### src/rtl/rsc_pkg.sv
package rsc_pkg;
  localparam int unsigned BYTE_W = 8;

  // Memory image generator: entry a = (a*mul + add) mod 256
  function automatic logic [BYTE_W-1:0] rom_byte(input int unsigned a,
                                                 input int unsigned mul,
                                                 input int unsigned add);
    int unsigned t;
    t = a * mul + add;
    return t[BYTE_W-1:0];
  endfunction
endpackage

### src/rtl/rsc_fall_detect.sv
module rsc_fall_detect #(
  parameter int unsigned SYNC_STAGES = 2
) (
  input  logic clk_i,
  input  logic rst_ni,
  input  logic async_i,
  output logic fall_o
);
  localparam int unsigned LEN = SYNC_STAGES + 1;

  logic [LEN-1:0] sh_q;
  logic [LEN-1:0] sh_d;

  always_comb begin
    sh_d = {sh_q[LEN-2:0], async_i};
  end

  always_ff @(posedge clk_i or negedge rst_ni) begin
    if (!rst_ni) sh_q <= '0;
    else         sh_q <= sh_d;
  end

  // last synchronised level low, previous one high
  assign fall_o = sh_q[LEN-1] & ~sh_q[LEN-2];
endmodule

### src/rtl/rsc_count_core.sv
module rsc_count_core #(
  parameter int unsigned CW = 8
) (
  input  logic          clk_i,
  input  logic          rst_ni,
  input  logic          clear_i,
  input  logic          step_i,
  output logic [CW-1:0] cnt_o,
  output logic          upd_o
);
  logic [CW-1:0] cnt_q, cnt_d;
  logic          upd_q, upd_d;

  always_comb begin
    cnt_d = cnt_q;
    upd_d = 1'b0;
    if (clear_i) begin
      if (cnt_q != '0) begin
        cnt_d = '0;
        upd_d = 1'b1;
      end
    end else if (step_i) begin
      cnt_d = cnt_q + CW'(1);
      upd_d = 1'b1;
    end
  end

  always_ff @(posedge clk_i or negedge rst_ni) begin
    if (!rst_ni) begin
      cnt_q <= '0;
      upd_q <= 1'b0;
    end else begin
      cnt_q <= cnt_d;
      upd_q <= upd_d;
    end
  end

  assign cnt_o = cnt_q;
  assign upd_o = upd_q;
endmodule

### src/rtl/rsc_byte_rom.sv
module rsc_byte_rom #(
  parameter int unsigned AW      = 8,
  parameter bit          ROM_EN  = 1'b1,
  parameter int unsigned ROM_MUL = 37,
  parameter int unsigned ROM_ADD = 11
) (
  input  logic                      clk_i,
  input  logic                      rst_ni,
  input  logic                      load_i,
  input  logic [AW-1:0]             addr_i,
  output logic [AW-1:0]             addr_o,
  output logic [rsc_pkg::BYTE_W-1:0] data_o,
  output logic                      vld_o
);
  localparam int unsigned DEPTH = 1 << AW;
  localparam int unsigned DW    = rsc_pkg::BYTE_W;

  logic [DW-1:0] rd_w;

  if (ROM_EN) begin : g_rom
    logic [DW-1:0] tbl [DEPTH];
    for (genvar g = 0; g < DEPTH; g++) begin : g_ent
      assign tbl[g] = rsc_pkg::rom_byte(g, ROM_MUL, ROM_ADD);
    end
    assign rd_w = tbl[addr_i];
  end else begin : g_norom
    assign rd_w = '0;
  end

  logic [AW-1:0] addr_q, addr_d;
  logic [DW-1:0] data_q, data_d;
  logic          vld_q;

  always_comb begin
    addr_d = addr_q;
    data_d = data_q;
    if (load_i) begin
      addr_d = addr_i;
      data_d = rd_w;
    end
  end

  always_ff @(posedge clk_i or negedge rst_ni) begin
    if (!rst_ni) begin
      addr_q <= '0;
      data_q <= '0;
      vld_q  <= 1'b0;
    end else begin
      addr_q <= addr_d;
      data_q <= data_d;
      vld_q  <= load_i;
    end
  end

  assign addr_o = addr_q;
  assign data_o = data_q;
  assign vld_o  = vld_q;
endmodule

### src/rtl/rom_addr_streamer.sv
module rom_addr_streamer #(
  parameter int unsigned STAGES      = 8,
  parameter int unsigned SYNC_STAGES = 2,
  parameter bit          ROM_EN      = 1'b1,
  parameter int unsigned ROM_MUL     = 37,
  parameter int unsigned ROM_ADD     = 11
) (
  input  logic              clk_i,
  input  logic              rst_ni,
  input  logic              ext_clk_i,
  input  logic              clear_i,
  input  logic              free_run_i,
  output logic [STAGES-1:0] count_o,
  output logic [7:0]        data_o,
  output logic              strobe_o
);
  logic              fall_w;
  logic              step_w;
  logic [STAGES-1:0] cnt_q;
  logic              upd_w;

  rsc_fall_detect #(.SYNC_STAGES(SYNC_STAGES)) u_fall (
    .clk_i  (clk_i),
    .rst_ni (rst_ni),
    .async_i(ext_clk_i),
    .fall_o (fall_w)
  );

  assign step_w = fall_w | free_run_i;

  rsc_count_core #(.CW(STAGES)) u_core (
    .clk_i  (clk_i),
    .rst_ni (rst_ni),
    .clear_i(clear_i),
    .step_i (step_w),
    .cnt_o  (cnt_q),
    .upd_o  (upd_w)
  );

  rsc_byte_rom #(
    .AW(STAGES), .ROM_EN(ROM_EN), .ROM_MUL(ROM_MUL), .ROM_ADD(ROM_ADD)
  ) u_rom (
    .clk_i (clk_i),
    .rst_ni(rst_ni),
    .load_i(upd_w),
    .addr_i(cnt_q),
    .addr_o(count_o),
    .data_o(data_o),
    .vld_o (strobe_o)
  );
endmodule

### config.mk
export PLATFORM = sky130hd
export DESIGN_NAME = rom_addr_streamer
export DESIGN_NICKNAME = d
export VERILOG_FILES = /design/src/rtl/rsc_pkg.sv /design/src/rtl/rsc_fall_detect.sv /design/src/rtl/rsc_count_core.sv /design/src/rtl/rsc_byte_rom.sv /design/src/rtl/rom_addr_streamer.sv
export SDC_FILE = /design/constraint.sdc
export NUM_CORES = 1
export LEC_CHECK = 0
export ABC_AREA = 1
export BUFFER_PORTS_ARGS = -buffer_cell sky130_fd_sc_hd__buf_2
export CAP_MARGIN = 20
export CORE_UTILIZATION = 30
export DETAILED_ROUTE_END_ITERATION = 6
export GPL_ROUTABILITY_DRIVEN = 0
export PLACE_DENSITY = 0.54
export RECOVER_POWER = 50
export SYNTH_ARGS = -nofsm -noshare
export SYNTH_HDL_FRONTEND = slang
export SYNTH_SLANG_ARGS = --single-unit
### constraint.sdc
create_clock -name clk_i -period 1.7 [get_ports clk_i]
set_clock_uncertainty 0.1 [all_clocks]
set_input_delay 0.17 -clock clk_i [delete_from_list [all_inputs] [get_ports clk_i]]
set_output_delay 0.17 -clock clk_i [all_outputs]
set_load 0.02 [all_outputs]
==> reports/qor.csv <==
stage;metric;value;unit
run_status;status;complete, no violations;
power_and_ir_drop;p_per_area;1600;mW/mm2
power_and_ir_drop;power;4.26;mW
sta;post-route-min-period;1.66;ns
critical_path;cp.required;1.77;ns
synth;synth_nets;305;
floorplanning;ios;22;
sta;rsz0062_at_grt;yes;
cts;clk_latency;0.28;ns
floorplanning;die_w;83.2;um
drt;met3WireLength;362;um
critical_path;criticalPathCategory;reg -> reg;
critical_path;arrival;1.73;ns
synth;yosysTopAreaCellShare;36.7;%
synth;yosysTopAreaCell;dfrtp_1;
drt;remaining_drc_errors;0;
floorplanning;initial_core_util;31.1;%
drt;wl_met2;2440;um
synth;synth_cells;290;
placement;portBuffers;21;
global_route;grt.total_usage;17.0;%
floorplanning;dieArea;0.00692;mm2
cells_and_area;fillers;683;
drt;highest_layer;met4;
sta;max_slew_margin;50.7;%
drt;ant_nets;0;
power_and_ir_drop;ir_drop;0.000627;V
cells_and_area;antennaDiodeCount;0;
synth;synth_warnings;0;
sta;hold_slack;0.220;ns
cts;clock_sinks;29;
cts;cts_htree_levels;2;
sta;final_hold_viol_count;0;
cells_and_area;fin_nets;358;
run;max_cap_violations;0;
floorplanning;die_h;83.2;um
cts;clkSlewWorstSetupHoldPaths;0.06;ns
drt;drt-pass1-iter-count;4;
critical_path;crit_path_end_kind;flop;
synth;netlist_area;0.00198;mm2
worst_hold_path;hold_path.class;in -> reg;
drt;vias;2057;
sta;drv_slew;0;
power_and_ir_drop;leakage;1.26;nW
cts;clk_path_buf_depth;2;
cells_and_area;final_util;41.9;%
cts;cts_tree;built;
cts;cts-buffers-inserted;5;
placement;dp_hpwl;4050;um
synth;synth_area_leaders;dfrtp_1 (37%), nand2_1 (19%), nand3_1 (9.1%), ha_1 (6.3%), nor2_1 (5.3%);
synth;synth_cell_type_count;27;
global_route;grt_max_degree;30;
critical_path;worst-path-max-fanout;4;
global_route;antenna_found_initial;0;
synth;synth_seq_area_share;36.7;%
cells_and_area;drive_above_1_share;25.6;%
cells_and_area;syn_to_final_growth;34.4;%
sta;fmax;0.603;GHz
sta;finalCritPeriodShare;97.6;%
floorplanning;coreArea;0.00635;mm2
drt;via_per_inst;4.89;
global_route;grt_pass1_wl;9680;um
drt;routed_wl;5460;um
global_route;grt_remaining_overflow;0;
synth;ys_ff_latch;29;
sta;tightest_slew;0.740;ns
placement;dp.cells;406;
drt;drt_iter0_markers;163;
sta;setup_viol;0;
global_route;grt_pass1_vias;2138;
cts;root_buffer;clkbuf_8;
cells_and_area;fin_cells;421;
synth;syn_avg_cell_area;6.82;um2
drt;wl_met1;2540;um
floorplanning;rows;29;
drt;post_drt_wl_per_cell;13.0;um
critical_path;crit_path_start_kind;flop;
[kinds of logic after synthesis]
family                     after synthesis  share of synthesized area (%)
AOI/OAI and AO/OA                       39                           11.1
xor gates and xnor gates                 2                          0.886
adders and majority gates               10                           6.33
buffers and inverters                   37                           8.48
DFF                                     29                           36.7
and+or+nand+nor                        173                           36.5
[metrics by stage]
stage	setup TNS [ns]	area [um2]	setup slack (ns)
floorplan	0	1980	0.0148
global placement	-0.0113	2340	-0.0113
detailed placement	-0.0520	2340	-0.0403
CTS	0	2500	0.000800
global route	-0.149	2660	-0.0860
finish	0	2660	0.0403
[cells in the mapped netlist (all sizes together)]
master    n
nand2   100
nand3    36
dfrtp    29
nor2     28
o21ai    22
inv      21
buf      11
ha       10
a21oi     9
clkbuf    4
nand4     3
o211ai    3
o22ai     3
nor3      2
xor2      2
a41oi     1
and2      1
clkinv    1
nor3b     1
nor4      1
o21a      1
or2       1
[layout make-up]
class	instances	area, um2	area share (%)
clock inverter	1	30.0	1.13
tap	77	96.3	3.63
sequential	29	729	27.4
clock buffer	7	86.3	3.25
multi-input combinational	224	1220	45.9
inverter	22	92.6	3.48
timing repair buffer	61	404	15.2
[worst max-delay path, stage by stage (launching register included)]
cell and delay (ns):
dfrtp_2 0.46, buf_6 0.14, ha_4 0.23, nor2_1 0.12
nor2_2 0.06, a21oi_1 0.14, nand2_1 0.06, nand3_1 0.07
nand2_1 0.05, nand2_1 0.05, nand3_1 0.06
[final timing paths]
check / from / end / slack (ns) / depth (start not counted)
worst max-delay path: u_core.cnt_o[1]$_DFFE_PN0P_ / u_rom.data_o[7]$_DFFE_PN0P_ / 0.04 / 10
worst min-delay path: clear_i / u_core.cnt_o[4]$_DFFE_PN0P_ / 0.22 / 5
worst max register to register: u_core.cnt_o[1]$_DFFE_PN0P_ / u_rom.data_o[7]$_DFFE_PN0P_ / 0.04 / 10
worst min register to register: u_fall.sh_q[0]$_DFF_PN0_ / u_fall.sh_q[1]$_DFF_PN0_ / 0.26 / 0
max in group asynchronous: rst_ni / u_core.cnt_o[2]$_DFFE_PN0P_ / 0.60 / 2
min in group asynchronous: rst_ni / u_rom.addr_o[2]$_DFFE_PN0P_ / 0.38 / 2
[where the power goes]
group          internal [mW]  switching [mW]  leakage, nW  total, mW
combinational           1.05            1.46        0.831       2.50
clock                  0.478           0.278       0.0585      0.756
sequential             0.863           0.134        0.371      0.998
[layer usage]
| metal | GRT usage, % | up-vias |
|---|---|---|
| met2 | 27.0 | 73 |
| li1 | - | 1044 |
| met1 | 22.6 | 926 |
| met4 | 6.58 | 0 |
| met5 | 0 | - |
| met3 | 3.88 | 14 |
[cells in the final DEF, fill, tap and decap left out, drive strengths merged]
cell / n
a21oi: 9
a41oi: 1
and2: 1
buf: 41
bufinv: 1
clkbuf: 25
clkinv: 1
dfrtp: 29
dlygate4sd3: 2
ha: 10
inv: 21
nand2: 100
nand3: 36
nand4: 3
nor2: 28
nor3: 2
nor3b: 1
nor4: 1
o211ai: 3
o21a: 1
o21ai: 22
o22ai: 3
or2: 1
xor2: 2
[sequential cells by signal (all words and copies together) (netlist names)]
signal / cells
u_rom.vld_o: 1
u_rom.data_o: 8
u_core.upd_o: 1
u_rom.addr_o: 8
u_fall.sh_q: 3
u_core.cnt_o: 8
[timing repair]
| action | in CTS | in global routing |
|---|---|---|
| pin swaps | 0 | 15 |
| hold endpoints to repair | 30 | 0 |
| buffers inserted | 0 | 6 |
| setup endpoints to repair | 3 | 9 |
| hold buffers | 2 | 0 |
| resized for setup | 5 | 41 |
(Power assumes the default switching activity.)
